## src/rtl/serial_reset_pkg.sv

```systemverilog
package serial_reset_pkg;
  localparam int NCH  = 2;
  localparam int CH_A = 0;
  localparam int CH_B = 1;
  localparam int CTL_W = 5;

  typedef enum logic [1:0] {
    CMD_NULL  = 2'b00,
    CMD_RST_B = 2'b01,
    CMD_RST_A = 2'b10,
    CMD_FORCE = 2'b11
  } rcmd_e;

  // Channel targets of a command: index 0 = A, index 1 = B.
  function automatic logic [NCH-1:0] cmd_targets(input rcmd_e c);
    logic [NCH-1:0] t;
    t[CH_A] = c[1];
    t[CH_B] = c[0];
    return t;
  endfunction

  // New control bits after an accepted write; forced reset zeroes VIS/NV.
  function automatic logic [CTL_W-1:0] next_ctl(input logic [7:0] d);
    logic [CTL_W-1:0] v;
    v = d[CTL_W-1:0];
    if (d[7:6] == CMD_FORCE) v[1:0] = 2'b00;
    return v;
  endfunction
endpackage

```

## src/rtl/serial_reset_cmd_dec.sv

```systemverilog
module serial_reset_cmd_dec
  import serial_reset_pkg::*;
(
  input  logic           wr_ok,
  input  logic [7:0]     wr_data,
  output logic [NCH-1:0] hit,
  output logic           force_rst,
  output logic [CTL_W-1:0] ctl_next
);
  rcmd_e cmd;
  assign cmd       = rcmd_e'(wr_data[7:6]);
  assign hit       = wr_ok ? cmd_targets(cmd) : '0;
  assign force_rst = wr_ok && (cmd == CMD_FORCE);
  assign ctl_next  = next_ctl(wr_data);
endmodule

```

## src/rtl/serial_reset_lockout.sv

```systemverilog
module serial_reset_lockout #(
  parameter int LOCK_CYCLES = 4
) (
  input  logic clk,
  input  logic rst_n,
  input  logic start,
  output logic busy
);
  localparam int CW = $clog2(LOCK_CYCLES + 1);
  logic [CW-1:0] cnt;

  always_ff @(posedge clk or negedge rst_n) begin
    if (!rst_n)            cnt <= '0;
    else if (start)        cnt <= CW'(LOCK_CYCLES);
    else if (cnt != '0)    cnt <= cnt - 1'b1;
  end
  assign busy = (cnt != '0);

  assert_cnt_bound_R7: assert property (@(posedge clk) disable iff (!rst_n)
    cnt <= CW'(LOCK_CYCLES));
  assert_start_loads_R7: assert property (@(posedge clk) disable iff (!rst_n)
    start |=> busy);
endmodule

```

## src/rtl/serial_reset_chan_fx.sv

```systemverilog
module serial_reset_chan_fx (
  input  logic clk,
  input  logic rst_n,
  input  logic hit,
  input  logic rearm,
  output logic clr_pulse,
  output logic quiet
);
  always_ff @(posedge clk or negedge rst_n) begin
    if (!rst_n) begin
      clr_pulse <= 1'b0;
      quiet     <= 1'b1;
    end else begin
      clr_pulse <= hit;
      if (hit)        quiet <= 1'b1;
      else if (rearm) quiet <= 1'b0;
    end
  end

  assert_pulse_quiet_R4: assert property (@(posedge clk) disable iff (!rst_n)
    clr_pulse |-> quiet);
  assert_release_by_rearm_R5: assert property (@(posedge clk) disable iff (!rst_n)
    $fell(quiet) |-> $past(rearm));
endmodule

```

## src/rtl/serial_reset_ctrl.sv

```systemverilog
module serial_reset_ctrl
  import serial_reset_pkg::*;
#(
  parameter int LOCK_CYCLES = 4
) (
  input  logic       clk,
  input  logic       rst_n,
  input  logic       bus_demux,
  input  logic       wr_en_a,
  input  logic       wr_en_b,
  input  logic [7:0] wr_data,
  input  logic       shift_dir_ld,
  input  logic       shift_dir_in,
  input  logic [1:0] chan_rearm,
  output logic [7:0] ctl_q,
  output logic       shift_dir,
  output logic [1:0] chan_clr,
  output logic [1:0] chan_quiet,
  output logic       hw_rst,
  output logic [1:0] lock_busy,
  output logic       err_flag
);
  logic [NCH-1:0]   busy;
  logic [NCH-1:0]   lock_path;
  logic [NCH-1:0]   strobe;
  logic [NCH-1:0]   hit;
  logic             wr_ok;
  logic             wr_rej;
  logic             force_rst;
  logic [CTL_W-1:0] ctl_next;
  logic [CTL_W-1:0] ctl_r;
  logic             sdir_r;
  logic             err_r;
  logic             hw_r;

  assign strobe = {wr_en_b, wr_en_a};

  // Path gating: demuxed bus locks every path while any window runs.
  assign lock_path = bus_demux ? {NCH{|busy}} : busy;
  assign wr_ok  = |(strobe & ~lock_path);
  assign wr_rej = |(strobe & lock_path);

  serial_reset_cmd_dec u_dec (
    .wr_ok    (wr_ok),
    .wr_data  (wr_data),
    .hit      (hit),
    .force_rst(force_rst),
    .ctl_next (ctl_next)
  );

  for (genvar g = 0; g < NCH; g++) begin : g_chan
    serial_reset_lockout #(.LOCK_CYCLES(LOCK_CYCLES)) u_lock (
      .clk  (clk),
      .rst_n(rst_n),
      .start(hit[g]),
      .busy (busy[g])
    );
    serial_reset_chan_fx u_fx (
      .clk      (clk),
      .rst_n    (rst_n),
      .hit      (hit[g]),
      .rearm    (chan_rearm[g]),
      .clr_pulse(chan_clr[g]),
      .quiet    (chan_quiet[g])
    );
  end

  always_ff @(posedge clk or negedge rst_n) begin
    if (!rst_n) begin
      ctl_r  <= '0;
      sdir_r <= 1'b0;
      err_r  <= 1'b0;
      hw_r   <= 1'b0;
    end else begin
      if (wr_ok)        ctl_r  <= ctl_next;
      if (shift_dir_ld) sdir_r <= shift_dir_in;
      if (wr_rej)       err_r  <= 1'b1;
      hw_r <= force_rst;
    end
  end

  assign ctl_q     = {{(8-CTL_W){1'b0}}, ctl_r};
  assign shift_dir = sdir_r;
  assign err_flag  = err_r;
  assign hw_rst    = hw_r;
  assign lock_busy = busy;

  assert_clr_after_write_R4: assert property (@(posedge clk) disable iff (!rst_n)
    (|chan_clr) |-> $past(wr_ok));
  assert_force_both_R6: assert property (@(posedge clk) disable iff (!rst_n)
    hw_rst |-> (&chan_clr));
  assert_ctl_hold_R2: assert property (@(posedge clk) disable iff (!rst_n)
    !wr_ok |=> $stable(ctl_r));
  assert_locked_sets_err_R9: assert property (@(posedge clk) disable iff (!rst_n)
    (|(strobe & lock_path)) |=> err_flag);
  assert_demux_blocks_R8: assert property (@(posedge clk) disable iff (!rst_n)
    (bus_demux && (|busy)) |=> $stable(ctl_r));
  assert_sdir_kept_R10: assert property (@(posedge clk) disable iff (!rst_n)
    !shift_dir_ld |=> $stable(sdir_r));
endmodule

```

## config.mk

```make
export PLATFORM = sky130hd
export DESIGN_NAME = serial_reset_ctrl
export DESIGN_NICKNAME = d
export VERILOG_FILES = /design/src/rtl/serial_reset_pkg.sv /design/src/rtl/serial_reset_cmd_dec.sv /design/src/rtl/serial_reset_lockout.sv /design/src/rtl/serial_reset_chan_fx.sv /design/src/rtl/serial_reset_ctrl.sv
export SDC_FILE = /design/constraint.sdc
export NUM_CORES = 1
export LEC_CHECK = 0
export ABC_CLOCK_PERIOD_IN_PS = 2220
export BUFFER_PORTS_ARGS = -buffer_cell sky130_fd_sc_hd__buf_4
export CAP_MARGIN = 20
export CORE_ASPECT_RATIO = 1.75
export CORE_MARGIN = 2
export CORE_UTILIZATION = 40
export DETAILED_ROUTE_END_ITERATION = 8
export PLACE_DENSITY_LB_ADDON = 0.3
export SLEW_MARGIN = 25
export SYNTH_ARGS = -nofsm -noshare
export SYNTH_HDL_FRONTEND = slang
export SYNTH_SLANG_ARGS = --single-unit
```

## constraint.sdc

```tcl
create_clock -name clk -period 2.22 [get_ports clk]
set_input_delay 0.222 -clock clk [delete_from_list [all_inputs] [get_ports clk]]
set_output_delay 0.222 -clock clk [all_outputs]
set_load 0.1 [all_outputs]
```

After elaboration in Yosys (flattened, before gate mapping)
Cells that the tools add are included.
{"block": "word_totals", "reg_bits": 18, "input_bits": 17, "out_inout_bits": 17, "word_cells": 37}
{"block": "op_classes", "addsub": 2, "eq_ne": 1, "mux": 11, "bitwise_logic": 3, "n_reduce_logical": 10}
{"cell": "$mux 3", "n": 4}
{"cell": "$reduce_bool 2->1", "n": 4}
{"cell": "$mux 2", "n": 3}
{"cell": "$reduce_bool 3->1", "n": 2}
{"cell": "$reduce_or 2->1", "n": 3}
{"cell": "$sub 3x1->3 const B", "n": 2}
{"cell": "$and 2x2->2", "n": 2}
{"cell": "$mux 1", "n": 4}
{"cell": "$eq 2x2->1 const B", "n": 1}
{"cell": "$not 2->2", "n": 1}
{"cell": "$logic_and 1x1->1", "n": 1}

Logic depth before layout (Yosys ltp)
Gate-level depths: netlist of the first run.
{"block": "logic_depth", "word_depth": 8, "ltp_mapped": 8}

Cells and area by module
From an unflattened synthesis of the first run, not the netlist that was laid out.
{"block": "hier_totals", "cells_unflattened": 98, "area_unflattened_um2": 1024.7}
{"mod": "serial_reset_ctrl", "n_inst": 1, "cells_per_inst": 50, "area_each_um2": 486.7, "seq_area_each_um2": 200.2}
{"mod": "serial_reset_lockout", "n_inst": 2, "cells_per_inst": 16, "area_each_um2": 177.7, "seq_area_each_um2": 75.1}
{"mod": "serial_reset_chan_fx", "n_inst": 2, "cells_per_inst": 4, "area_each_um2": 62.6, "seq_area_each_um2": 51.3}
{"mod": "serial_reset_cmd_dec", "n_inst": 1, "cells_per_inst": 8, "area_each_um2": 57.6, "seq_area_each_um2": 0.0}

Least setup slack after synthesis of the first run
OpenSTA, ideal clock, no wires.
{"block": "synth_timing", "path_type": "register to register", "startpoint": "register g_chan[1].u_lock.cnt[0]", "endpoint": "register ctl_r[2]", "setup_ns": 0.126, "arrival_ns": 1.436, "setup_slack_ns": 0.658, "path_stages_with_launch": 8, "path_buffers": 1, "synth_period_minus_slack_ns": 1.562, "path_cell_list": "dfrtp_1 inv_1 ha_1 nand2b_1 buf_6 a211oi_2 nor2_1 mux2_2"}
{"block": "synth_between", "elab_chain_cells": 6}
{"element": "start: declaration", "line_no": "serial_reset_lockout.sv:10", "rtl": "logic [CW-1:0] cnt;"}
{"element": "start signal: assignment", "line_no": "serial_reset_lockout.sv:14", "rtl": "else if (start) cnt <= CW'(LOCK_CYCLES);"}
{"element": "start signal: assignment", "line_no": "serial_reset_lockout.sv:15", "rtl": "else if (cnt != '0) cnt <= cnt - 1'b1;"}
{"element": "$reduce_bool 3->1 *", "line_no": "serial_reset_lockout.sv:17", "rtl": "assign busy = (cnt != '0);"}
{"element": "named net g_chan[1].u_lock.busy", "line_no": "serial_reset_lockout.sv:7", "rtl": "output logic busy"}
{"element": "$reduce_or 2->1", "line_no": "serial_reset_ctrl.sv:39", "rtl": "assign lock_path = bus_demux ? {NCH{|busy}} : busy;"}
{"element": "$mux 2 *", "line_no": "serial_reset_ctrl.sv:39"}
{"element": "$not 2->2 *", "line_no": "serial_reset_ctrl.sv:40", "rtl": "assign wr_ok = |(strobe & ~lock_path);"}
{"element": "$and 2x2->2 *", "line_no": "serial_reset_ctrl.sv:40"}
{"element": "$reduce_or 2->1 *", "line_no": "serial_reset_ctrl.sv:40"}
{"element": "end signal: assignment", "line_no": "serial_reset_ctrl.sv:75", "rtl": "if (wr_ok) ctl_r <= ctl_next;"}
{"element": "end: declaration", "line_no": "serial_reset_ctrl.sv:31", "rtl": "logic [CTL_W-1:0] ctl_r;"}
The timed path passes the listed nets; every way through them passes the cells marked *.
A chain may end at the register's enable or synchronous reset.

Worst setup path after layout of the first run
{"block": "layout_timing", "startpoint": "register g_chan[0].u_lock.cnt[0]", "endpoint": "register ctl_r[2]"}
{"block": "layout_between", "elab_chain_cells": 6}
{"element": "start: declaration", "line_no": "serial_reset_lockout.sv:10"}
{"element": "start signal: assignment", "line_no": "serial_reset_lockout.sv:14"}
{"element": "start signal: assignment", "line_no": "serial_reset_lockout.sv:15"}
{"element": "$reduce_bool 3->1 *", "line_no": "serial_reset_lockout.sv:17"}
{"element": "$reduce_or 2->1", "line_no": "serial_reset_ctrl.sv:39"}
{"element": "$mux 2 *", "line_no": "serial_reset_ctrl.sv:39"}
{"element": "$not 2->2 *", "line_no": "serial_reset_ctrl.sv:40"}
{"element": "$and 2x2->2 *", "line_no": "serial_reset_ctrl.sv:40"}
{"element": "$reduce_or 2->1 *", "line_no": "serial_reset_ctrl.sv:40"}
Mark *: on every way between the ends. The rest lies on a longest branch, timed or not.

==> results of run 1 <==
[metrics by stage]
step	utilization (%)	instances	cell area [µm²]
final	51.78	133	1162
after global placement	48.89	128	1097
after global routing	51.78	133	1162
after CTS	51.78	133	1162
after floorplan	-	85	942.2
after detailed placement	48.89	128	1097
[layout make-up]
| cell class | instances | share of cell area [%] |
|---|---|---|
| multi-input combinational | 43 | 29.49 |
| tap | 25 | 2.691 |
| sequential | 18 | 38.97 |
| timing repair buffer | 31 | 20.24 |
| clock buffer | 4 | 4.736 |
| inverter | 12 | 3.875 |
[cell usage in the layout, fill, tap and decap left out, drive strengths merged]
cell type    netlist  routed
dfstp              2       2
xnor2              2       2
conb               1       3
a22o               2       2
or2                1       1
o22ai              1       1
clkbuf             0       4
a221o              2       2
nor3               2       2
buf               12      30
nor2               5       5
inv               12      12
mux2i              2       2
mux2               4       4
ha                 4       4
dfrtp             16      16
nand2              3       3
o22a               1       1
a211oi             2       2
o21bai             1       1
nand2b             2       2
dlygate4sd3        0       1
and2               2       2
a21oi              2       2
a221oi             2       2
[per-layer routing]
metal | global-route usage (%) | vias up | part of all wire (%)
met4 | 3.750 | 0 | 0.68
met1 | 14.14 | 302 | 40
met5 | 0 | - | 0
met3 | 2.922 | 2 | 4.9
li1 | - | 310 | -
met2 | 24.21 | 18 | 54
[flip-flops by register name (all words and copies together), names as in the netlist]
signal and count:
ctl_r 5, err_flag 1, g_chan.u_fx.clr_pulse 2, g_chan.u_fx.quiet 2
g_chan.u_lock.cnt 6, hw_rst 1, shift_dir 1
[kinds of logic after synthesis]
family                     count (synthesis)  synth area share (%)
buffers and inverters                     24                 15.66
and+or+nand+nor                           15                 7.898
DFF                                       18                 48.46
adders and majority gates                  4                 5.355
muxes                                      6                 6.961
other                                      1                0.4012
xor gates and xnor gates                   2                 1.875
AOI/OAI and AO/OA                         13                 13.39
[final timing paths]
| check | from | endpoint |
|---|---|---|
| max | g_chan[0].u_lock.cnt[0]$_DFFE_PN0P_ | ctl_r[2]$_DFFE_PN0N_ |
| min | wr_data[6] | g_chan[1].u_lock.cnt[1]$_DFFE_PN0P_ |
| max reg2reg | g_chan[0].u_lock.cnt[0]$_DFFE_PN0P_ | ctl_r[2]$_DFFE_PN0N_ |
| min reg2reg | err_flag$_DFFE_PN0P_ | err_flag$_DFFE_PN0P_ |
| max in group asynchronous | rst_n | g_chan[1].u_fx.quiet$_DFFE_PN1P_ |
| min in group asynchronous | rst_n | shift_dir$_DFFE_PN0P_ |
[worst max-delay path, cell delays in order, from the launching register on]
cell	delay (ns)
dfrtp_1	0.37
inv_1	0.07
ha_1	0.21
nand2b_1	0.30
a211oi_2	0.13
nor2_1	0.31
mux2_2	0.38
==> summary.md, run 1 <==
| Metric | Value |
|---|---|
| Vias/cell | `4.752` |
| Hold Violations, Final | `0` |
| WL final | `~1.6 mm` |
| H-tree lvl count | `1` |
| Setup crit end kind | `flop` |
| Max-cap violation count | `0` |
| WL/cell | `12.17 µm` |
| Area leader, netlist | `dfrtp_1` |
| Clk_lat worst skew | `0.25 ns` |
| Post-synth EDFFs | `0` |
| Area delta synth->final | `24.36%` |
| Dominant synthesized flop cell | `dfrtp_1` |
| Worst reg2reg path depth | `6` |
| Vias in the first global route | `641` |
| Post-route ant nets | `0` |
| Final Worst Setup Slack | `roughly 0.35 ns` |
| Hold Buf Count CTS | `1` |
| CTS tree | `built` |
| Residual DRC | `0` |
| CP Data Required Time | `2.36 ns` |
| F_max | `533.4 MHz` |
| R2r setup slk | `0.35 ns` |
| RSZ-0062 raised after global routing | `false` |
| First-pass GRT wire length | `between 2 and 3 mm` |
| CTS Buf Count | `3` |
| Core area | `2245 µm²` |
| Crit path DAT | `between 2 and 2.5 ns` |
| Die area | `~2800 µm²` |
| PostCTS Resize Cnt | `0` |
| Status | `complete, no violations` |
| Row count | `23` |
| Initial DRT Pass Iterations | `6` |
| Asr flop ratio synth | `100.0%` |
| Post-CTS setup buffers | `0` |
| Reg clk slew, reported paths | `about 0.07 ns` |
| Syn Area/Cell | `11.26 µm²` |
| Count of final setup violators | `0` |
| Multi-input gate area | `342.8 µm²` |
| Post-synth top area share | `42.84%` |
| Post-route clock period utilization | `84.45%` |
| WS Path Type | `reg -> reg` |
| Root Buffer | `clkbuf_8` |
| Syn Std Cell Area | `roughly 930 µm²` |
| Cell variety after synth | `24` |
| Clk buf depth | `2` |
| DP HPWL | `1.324 mm` |
| Max-slew violation count | `0` |
| YS warnings | `0` |
| Routability Congestion | `roughly 0.65` |
| Fin crit period | `about 1.9 ns` |
| I/O pins | `34` |
| Seq/Total Area, Yosys | `between 40% and 50%` |
| Pin count of the biggest net entering global routing | `19` |
| Antenna cells | `0` |
| Clock sink count | `18` |
| All-Layer GR Usage | `13.22%` |
| Hold Crit Depth | `2` |
| DR vias | `632` |
| DIE HEIGHT | `approximately 68 µm` |
| Initial drt markers | `7` |
| Post-synth top cells | `16 x dfrtp_1, 12 x inv_1, 9 x buf_4` |
| Initial antenna violation count | `0` |
| Pre-CTS worst setup slack | `0.3379 ns` |
| Initial core utilization | `41.64%` |
| Hold WS | `just under 0.2 ns` |
| FILL cells | `211` |
| Buffers on Ports | `29` |
| CP Max Fanout | `8` |
| Synth area leaders | `dfrtp_1 43%, buf_4 7.2%, dfstp_2 5.6%` |
| Setup_tns | `0 ns` |
| Share of layout cells above drive strength 1 | `41.67%` |
| Die width | `about 41 µm` |
| Mapped Cells | `83` |
| FF+latch area | `452.9 µm²` |
| Global route overflow | `0` |
| Critical Path Start Type | `flop` |
| Final nets | `130` |
| Worst Hold Class | `in -> reg` |
| Clock Skew | `0.001263 ns` |
| Most common cell in the synthesized netlist | `dfrtp_1` |
| Flops & latches, synth | `18` |
Power of run 1 is not shown: default switching activity piles up to over one toggle a cycle in this logic, so the estimate is an artifact.
==> run 2: changes to the inputs <==
--- a/config.mk
+++ b/config.mk
@@ -5,7 +5,8 @@
 export SDC_FILE = /design/constraint.sdc
 export NUM_CORES = 1
 export LEC_CHECK = 0
-export ABC_CLOCK_PERIOD_IN_PS = 2220
+export ABC_AREA = 1
+export ABC_CLOCK_PERIOD_IN_PS = 1900
 export BUFFER_PORTS_ARGS = -buffer_cell sky130_fd_sc_hd__buf_4
 export CAP_MARGIN = 20
 export CORE_ASPECT_RATIO = 1.75
==> constraint.sdc (replaced) <==
create_clock -name clk -period 1.9 [get_ports clk]
set_input_delay 0.19 -clock clk [delete_from_list [all_inputs] [get_ports clk]]
set_output_delay 0.19 -clock clk [all_outputs]
set_load 0.1 [all_outputs]
==> run 2 against run 1 <==
  * Synthesized cell count grew 22%
  * Sequential cell count is the same
  * Routed wire length grew 0.93%
  * Die area grew 1.4%
  * Clock skew grew 0.0023 ns
  * Non-clock buffer count shrank 1
  * Via count grew 9.5%
  * Highest routed layer unchanged
  * Largest cell class unchanged
==> summary.md, run 2 <==
| Metric | Value |
|---|---|
| RSZ-0062 raised after global routing | `false (unchanged)` |
| Syn Area/Cell | `9.390 µm² (was 11.26 µm²)` |
| Leak | `0.0006589 µW` |
| Area leader, netlist | `dfrtp_1 (unchanged)` |
| Slowest CP cell | `dfrtp_1 (was mux2_2)` |
| Share of layout cells above drive strength 1 | `37.01% (was 41.67%)` |
| Max incr delay on CP | `0.36 ns (was 0.38 ns)` |
| Fin util | `51.95% (was 51.78%)` |
| Top flop regs | `g_chan.u_lock.cnt x6, ctl_r x5 (unchanged)` |
| Crit path max-delay family | `flip-flops (was simple AND/OR/NAND/NOR gates)` |
| Status | `complete, no violations (unchanged)` |
| Clk_lat worst skew | `0.25 ns (about the same)` |
| Initial DRT Pass Iterations | `2 (was 6)` |
| Row count | `23 (unchanged)` |
| Routability Congestion | `0.6849 (was 0.6476)` |
| YS warnings | `0 (unchanged)` |
| FF+latch area | `452.9 µm² (unchanged)` |
| CP startpoint | `g_chan[1].u_lock.cnt[1]$_DFFE_PN0P_ (was g_chan[0].u_lock.cnt[0]$_DFFE_PN0P_)` |
| DR vias | `692 (was 632)` |
| First-pass GRT wire length | `2.435 mm (was 2.518 mm)` |
| Pre-CTS worst setup slack | `0.4300 ns (was 0.3379 ns)` |
| Buffers on Ports | `29 (unchanged)` |
| CP Data Required Time | `1.71 ns (was 2.36 ns)` |
| Max reg flops | `6 (unchanged)` |
| Total power | `2231 µW` |
| Final Worst Setup Slack | `0.4148 ns (was 0.3452 ns)` |
| Setup_tns | `0 ns (unchanged)` |
| Die area | `2792 µm² (was 2754 µm²)` |
| All-Layer GR Usage | `13.00% (was 13.22%)` |
| Mapped Cells | `101 (was 83)` |
| Worst Hold Class | `in -> reg (unchanged)` |
| I/O pins | `34 (unchanged)` |
| Residual DRC | `0 (unchanged)` |
| Clk buf depth | `2 (unchanged)` |
| WS Path Type | `reg -> out (was reg -> reg)` |
| CP Max Fanout | `4 (was 8)` |
| Flops & latches, synth | `18 (unchanged)` |
| Post-synth top area share | `42.22% (was 42.84%)` |
| Initial core utilization | `41.72% (was 41.64%)` |
| PwrDens | `1889 nW/µm²` |
| Clock sink count | `18 (unchanged)` |
| Antenna cells | `0 (unchanged)` |
| Leading cell type in the layout, fill and taps excluded | `buf_4 (unchanged)` |
| Syn Std Cell Area | `948.4 µm² (was 934.6 µm²)` |
| Vias in the first global route | `641 (unchanged)` |
| Cell variety after synth | `21 (was 24)` |
| DIE HEIGHT | `68.42 µm (was 67.95 µm)` |
| DP HPWL | `1.315 mm (was 1.324 mm)` |
| Hold_sp | `wr_data[4] (was wr_data[6])` |
| Core area | `2273 µm² (was 2245 µm²)` |
| R2R Path Start | `g_chan[1].u_lock.cnt[0]$_DFFE_PN0P_ (was g_chan[0].u_lock.cnt[0]$_DFFE_PN0P_)` |
| Post-synth EDFFs | `0 (unchanged)` |
| Hold Violations, Final | `0 (unchanged)` |
| Max-slew violation count | `0 (unchanged)` |
| Post-route clock period utilization | `78.17%` |
| CTS tree | `built (unchanged)` |
| Reg clk slew, reported paths | `0.07 ns (about the same)` |
| Fin crit period | `1.485 ns` |
| Non-Filler Instances | `152 (was 133)` |
| Count of final setup violators | `0 (unchanged)` |
| Most common cell in the synthesized netlist | `nand2_1 (was dfrtp_1)` |
| Pin count of the biggest net entering global routing | `19 (unchanged)` |
| Asr flop ratio synth | `100.0% (unchanged)` |
| Maximum vdd drop | `0.001200 V` |
| Max-cap violation count | `0 (unchanged)` |
| Inst Count DP | `147 (was 128)` |
| Die width | `40.81 µm (was 40.54 µm)` |
| Initial antenna violation count | `0 (unchanged)` |
| Final nets | `149 (was 130)` |
| FILL cells | `222 (was 211)` |
| Seq/Total Area, Yosys | `47.76% (was 48.46%)` |
| WL/cell | `10.75 µm (was 12.17 µm)` |
| CP bufs+invs | `2 (was 1)` |
| CTS Buf Count | `3 (unchanged)` |
| Synth area leaders | `dfrtp_1 42%, nand2_1 9.1%, buf_4 7.1% (was dfrtp_1 43%, buf_4 7.2%, dfstp_2 5.6%)` |
| CP Cell Sequence | `inv_1 > ha_1 > nand2_4 > buf_4 (was inv_1 > ha_1 > nand2b_1 > a211oi_2 > nor2_1 > mux2_2)` |
| Root Buffer | `clkbuf_8 (unchanged)` |
| Vias/cell | `4.553 (was 4.752)` |
| Post-synth top cells | `23 x nand2_1, 16 x dfrtp_1, 11 x inv_1 (was 16 x dfrtp_1, 12 x inv_1, 9 x buf_4)` |
| Multi-input gate area | `365.4 µm² (was 342.8 µm²)` |
| Initial drt markers | `15 (was 7)` |
| Critical Path Start Type | `flop (unchanged)` |
| Top reg by flops | `g_chan.u_lock.cnt (unchanged)` |
| Dominant synthesized flop cell | `dfrtp_1 (unchanged)` |
| Global route overflow | `0 (unchanged)` |
| Area delta synth->final | `24.54% (was 24.36%)` |
| H-tree lvl count | `1 (unchanged)` |
| Post-route ant nets | `0 (unchanged)` |
| Crit path DAT | `1.30 ns (was 2.01 ns)` |
| WL final | `1.634 mm (was 1.619 mm)` |
| Clock Skew | `0.003566 ns (was 0.001263 ns)` |
| F_max | `673.3 MHz` |
| Most frequent cells in the layout | `29 x buf_4, 23 x nand2_1, 16 x dfrtp_1 (was 30 x buf_4, 16 x dfrtp_1, 12 x inv_1)` |
| Setup crit end kind | `output pin (was flop)` |
run 2: changes by cell type after synthesis, moves of 3 or more:
cell,change
nand2_1,+20
nand3_1,+5
o21ai_0,+5
nor2_1,-4
a21oi_1,+3
inv_2,+3
mux2_2,-3
nand2_2,+3
nand2_4,+3
run 2: timing repair:
item	4_1_cts	5_1_grt
hold buffers	1	0
setup endpoints to repair	0	0
resized for setup	0	0
setup buffers	0	0
hold endpoints to repair	16	0
run 2: final timing paths:
| kind | to | slack (ns) | cells after the start |
|---|---|---|---|
| worst max-delay path | lock_busy[1] | 0.41 | 4 |
| worst min-delay path | ctl_r[4]$_DFFE_PN0N_ | 0.13 | 3 |
| worst max register to register | hw_rst$_DFF_PN0_ | 0.42 | 8 |
| worst min register to register | g_chan[1].u_fx.quiet$_DFFE_PN1P_ | 0.47 | 2 |
| max in group asynchronous | g_chan[0].u_fx.quiet$_DFFE_PN1P_ | 1.29 | 2 |
| min in group asynchronous | err_flag$_DFFE_PN0P_ | 0.34 | 2 |
run 2: where the power goes:
| part | leakage, µW | internal (µW) | switching (µW) |
|---|---|---|---|
| Clock | 0.0000228 | 149 | 121 |
| Combinational | 0.000421 | 335 | 1030 |
| Sequential | 0.000215 | 533 | 68.6 |
| Total | 0.000659 | 1020 | 1210 |
run 2: logic make-up (layout without fill, tap and decap cells):
family | after synthesis | after routing | share of synthesized area (%)
AOI/OAI and AO/OA | 13 | 13 | 7.651
xor gates and xnor gates | 2 | 2 | 1.847
adders and majority gates | 4 | 4 | 5.277
buffers and inverters | 25 | 49 | 14.51
DFF | 18 | 18 | 47.76
muxes | 1 | 1 | 1.187
other | 1 | 3 | 0.3954
and+or+nand+nor | 37 | 37 | 21.37
run 2: metal layers:
metal	share of wire [%]	up-vias	GRT usage, %
met5	0	-	0
met4	1.2	0	8.750
met3	4.7	2	1.948
met2	55	16	21.09
met1	39	324	14.68
li1	-	350	-
run 2: worst min-delay path, stage by stage:
cell	delay (ns)
buf_4	0.07
nand2_1	0.04
nand2_1	0.05
run 2: layout make-up:
class | instances | area share, %
repair buffers | 30 | 19.28
multi-input cells | 60 | 30.93
inverters | 15 | 4.979
flip-flops and latches | 18 | 38.35
well taps | 25 | 2.648
clock buffers | 4 | 3.814
run 2: through the flow:
stage / instance area (µm²) / hold slack (ns)
after floorplan: 955.9 / -0.1056
after detailed placement: 1126 / 0.07440
final: 1181 / 0.1319
after global placement: 1126 / 0.06878
after global routing: 1181 / 0.1454
after CTS: 1181 / 0.1263
No activity file was read; power rests on OpenSTA's default activity.
==> run 3: changes to the inputs <==
--- a/config.mk
+++ b/config.mk
@@ -6,7 +6,7 @@
 export NUM_CORES = 1
 export LEC_CHECK = 0
 export ABC_AREA = 1
-export ABC_CLOCK_PERIOD_IN_PS = 1900
+export ABC_CLOCK_PERIOD_IN_PS = 1450
 export BUFFER_PORTS_ARGS = -buffer_cell sky130_fd_sc_hd__buf_4
 export CAP_MARGIN = 20
 export CORE_ASPECT_RATIO = 1.75
==> constraint.sdc (replaced) <==
create_clock -name clk -period 1.45 [get_ports clk]
set_input_delay 0.145 -clock clk [delete_from_list [all_inputs] [get_ports clk]]
set_output_delay 0.145 -clock clk [all_outputs]
set_load 0.1 [all_outputs]
==> run 3 against run 2 <==
  * Sequential power rose by 32%
  * Clock skew fell by 0.0015 ns
  * Critical endpoint is now lock_busy[0]
  * Sequential cell count did not move
  * Register-to-register slack got worse by 0.31 ns
  * Cell count is 1.3% higher
  * Critical path depth unchanged
  * Largest power group unchanged
  * Clock power up 33%
  * Worst hold slack got worse by 0.045 ns
  * Total power rose by 34%
==> summary.md, run 3 (same netlist as run 2, synthesis figures left out) <==
| Metric | Value |
|---|---|
| PwrDens | `2464 nW/µm² (was 1889 nW/µm²)` |
| Vias in the first global route | `671 (was 641)` |
| I/O pins | `34 (unchanged)` |
| Worst Hold Class | `in -> reg (unchanged)` |
| RSZ-0062 raised after global routing | `false (unchanged)` |
| Post-route clock period utilization | `93.64%` |
| Pre-CTS worst setup slack | `0.05060 ns (was 0.4300 ns)` |
| Antenna cells | `0 (unchanged)` |
| Global route overflow | `0 (unchanged)` |
| Max reg flops | `6 (unchanged)` |
| Vias/cell | `4.610 (was 4.553)` |
| Setup_tns | `0 ns (unchanged)` |
| Top flop regs | `g_chan.u_lock.cnt x6, ctl_r x5 (unchanged)` |
| Root Buffer | `clkbuf_8 (unchanged)` |
| Initial DRT Pass Iterations | `2 (unchanged)` |
| Initial core utilization | `41.72% (unchanged)` |
| DIE HEIGHT | `68.42 µm (unchanged)` |
| Reg clk slew, reported paths | `0.07 ns (about the same)` |
| WL/cell | `10.73 µm (was 10.75 µm)` |
| Routability Congestion | `0.6865 (was 0.6849)` |
| Leading cell type in the layout, fill and taps excluded | `buf_4 (unchanged)` |
| Post-Layout Inst Area | `1211 µm² (was 1181 µm²)` |
| Clock sink count | `18 (unchanged)` |
| Hold_sp | `wr_data[2] (was wr_data[4])` |
| CP Data Required Time | `1.31 ns (was 1.71 ns)` |
| Maximum vdd drop | `0.001571 V (was 0.001200 V)` |
| F_max | `736.5 MHz` |
| WS Path Type | `reg -> out (unchanged)` |
| Final Worst Setup Slack | `0.09219 ns (was 0.4148 ns)` |
| Most frequent cells in the layout | `29 x buf_4, 22 x nand2_1, 16 x dfrtp_1 (was 29 x buf_4, 23 x nand2_1, 16 x dfrtp_1)` |
| Area delta synth->final | `27.70% (was 24.54%)` |
| Clk_lat worst skew | `0.25 ns (about the same)` |
| Clock Skew | `0.002073 ns (was 0.003566 ns)` |
| CP startpoint | `g_chan[0].u_lock.cnt[0]$_DFFE_PN0P_ (was g_chan[1].u_lock.cnt[1]$_DFFE_PN0P_)` |
| Crit path DAT | `1.21 ns (was 1.30 ns)` |
| Setup crit end kind | `output pin (unchanged)` |
| Buffers on Ports | `29 (unchanged)` |
| Final nets | `151 (was 149)` |
| Core area | `2273 µm² (unchanged)` |
| Max-cap violation count | `0 (unchanged)` |
| CTS Buf Count | `3 (unchanged)` |
| R2R Path Start | `g_chan[0].u_lock.cnt[0]$_DFFE_PN0P_ (was g_chan[1].u_lock.cnt[0]$_DFFE_PN0P_)` |
| First-pass GRT wire length | `2.649 mm (was 2.435 mm)` |
| CTS tree | `built (unchanged)` |
| H-tree lvl count | `1 (unchanged)` |
| Post-route ant nets | `0 (unchanged)` |
| Critical Path Start Type | `flop (unchanged)` |
| Post-CTS setup buffers | `0 (unchanged)` |
| Hold Violations, Final | `0 (unchanged)` |
| Initial drt markers | `8 (was 15)` |
| CP Max Fanout | `5 (was 4)` |
| Die area | `2792 µm² (unchanged)` |
| Max-slew violation count | `0 (unchanged)` |
| DR vias | `710 (was 692)` |
| WL final | `1.652 mm (was 1.634 mm)` |
| Clk buf depth | `2 (unchanged)` |
| All-Layer GR Usage | `14.02% (was 13.00%)` |
| Pin count of the biggest net entering global routing | `19 (unchanged)` |
| Count of final setup violators | `0 (unchanged)` |
| Die width | `40.81 µm (unchanged)` |
| Row count | `23 (unchanged)` |
| Share of layout cells above drive strength 1 | `40.31% (was 37.01%)` |
| Top reg by flops | `g_chan.u_lock.cnt (unchanged)` |
| Fin crit period | `roughly 1.4 ns` |
| Residual DRC | `0 (unchanged)` |
| Status | `complete, no violations (unchanged)` |
| Initial antenna violation count | `0 (unchanged)` |
| Leak | `0.0006682 µW (was 0.0006589 µW)` |
| Placed Area | `1141 µm² (was 1126 µm²)` |
| DP HPWL | `1.356 mm (was 1.315 mm)` |
## run 3: changes by cell type in the layout (fill, tap and decap cells not counted)
cell	delta
ha_2	+2
ha_1	-2
buf_6	+2
nand2_1	-1
nand2_2	+1
## run 3: layout make-up
class                      instances  area, µm²
sequential                        18      452.9
inverter                          15      58.81
fill                             216       1062
multi-input combinational         60      372.9
clock buffer                       4      45.04
tap                               25      31.28
timing repair buffer              32      250.2
## run 3: power breakdown
group	internal [µW]	switching, µW	total, µW
registers	698	92.5	791
clock network	195	163	358
logic	474	1360	1840
total	1370	1620	2980
## run 3: path summary, 6_finish.rpt
kind	to	slack (ns)	depth (start not counted)
max in group asynchronous	g_chan[0].u_fx.quiet$_DFFE_PN1P_	0.89	2
setup reg to reg	ctl_r[4]$_DFFE_PN0N_	0.11	8
min in group asynchronous	g_chan[1].u_lock.cnt[0]$_DFFE_PN0P_	0.30	2
hold / removal	ctl_r[2]$_DFFE_PN0N_	0.09	3
setup / recovery	lock_busy[0]	0.09	4
hold reg to reg	err_flag$_DFFE_PN0P_	0.47	2
## run 3: critical path: stages, from the launching register on
cell and delay, ns:
dfrtp_1 0.37, inv_1 0.11, ha_2 0.21, nand2_4 0.08, buf_6 0.19
## run 3: repair_timing
| item | 4_1_cts | 5_1_grt |
|---|---|---|
| pin swaps | 0 | 0 |
| resized for setup | 2 | 3 |
| endpoints found under the setup margin | 2 | 3 |
| hold buffers | 1 | 0 |
| endpoints found under the hold margin | 16 | 0 |
## run 3: routing by layer
metal	share of wire (%)	global-route usage (%)
met5	0	0
met4	1.8	7.500
met3	4.3	1.948
met2	56	24.61
met1	38	14.92
## run 3: metrics by stage
stage / util [%] / cells / hold slack [ns] / total power (µW)
after global routing: 53.27 / 154 / 0.09511 / 3173
after detailed placement: 50.19 / 149 / 0.02971 / 2618
after global placement: 50.19 / 149 / 0.02515 / 2572
final: 53.27 / 154 / 0.08717 / 2985
after floorplan: - / 103 / -0.1506 / 2327
after CTS: 52.94 / 154 / 0.08531 / 3006
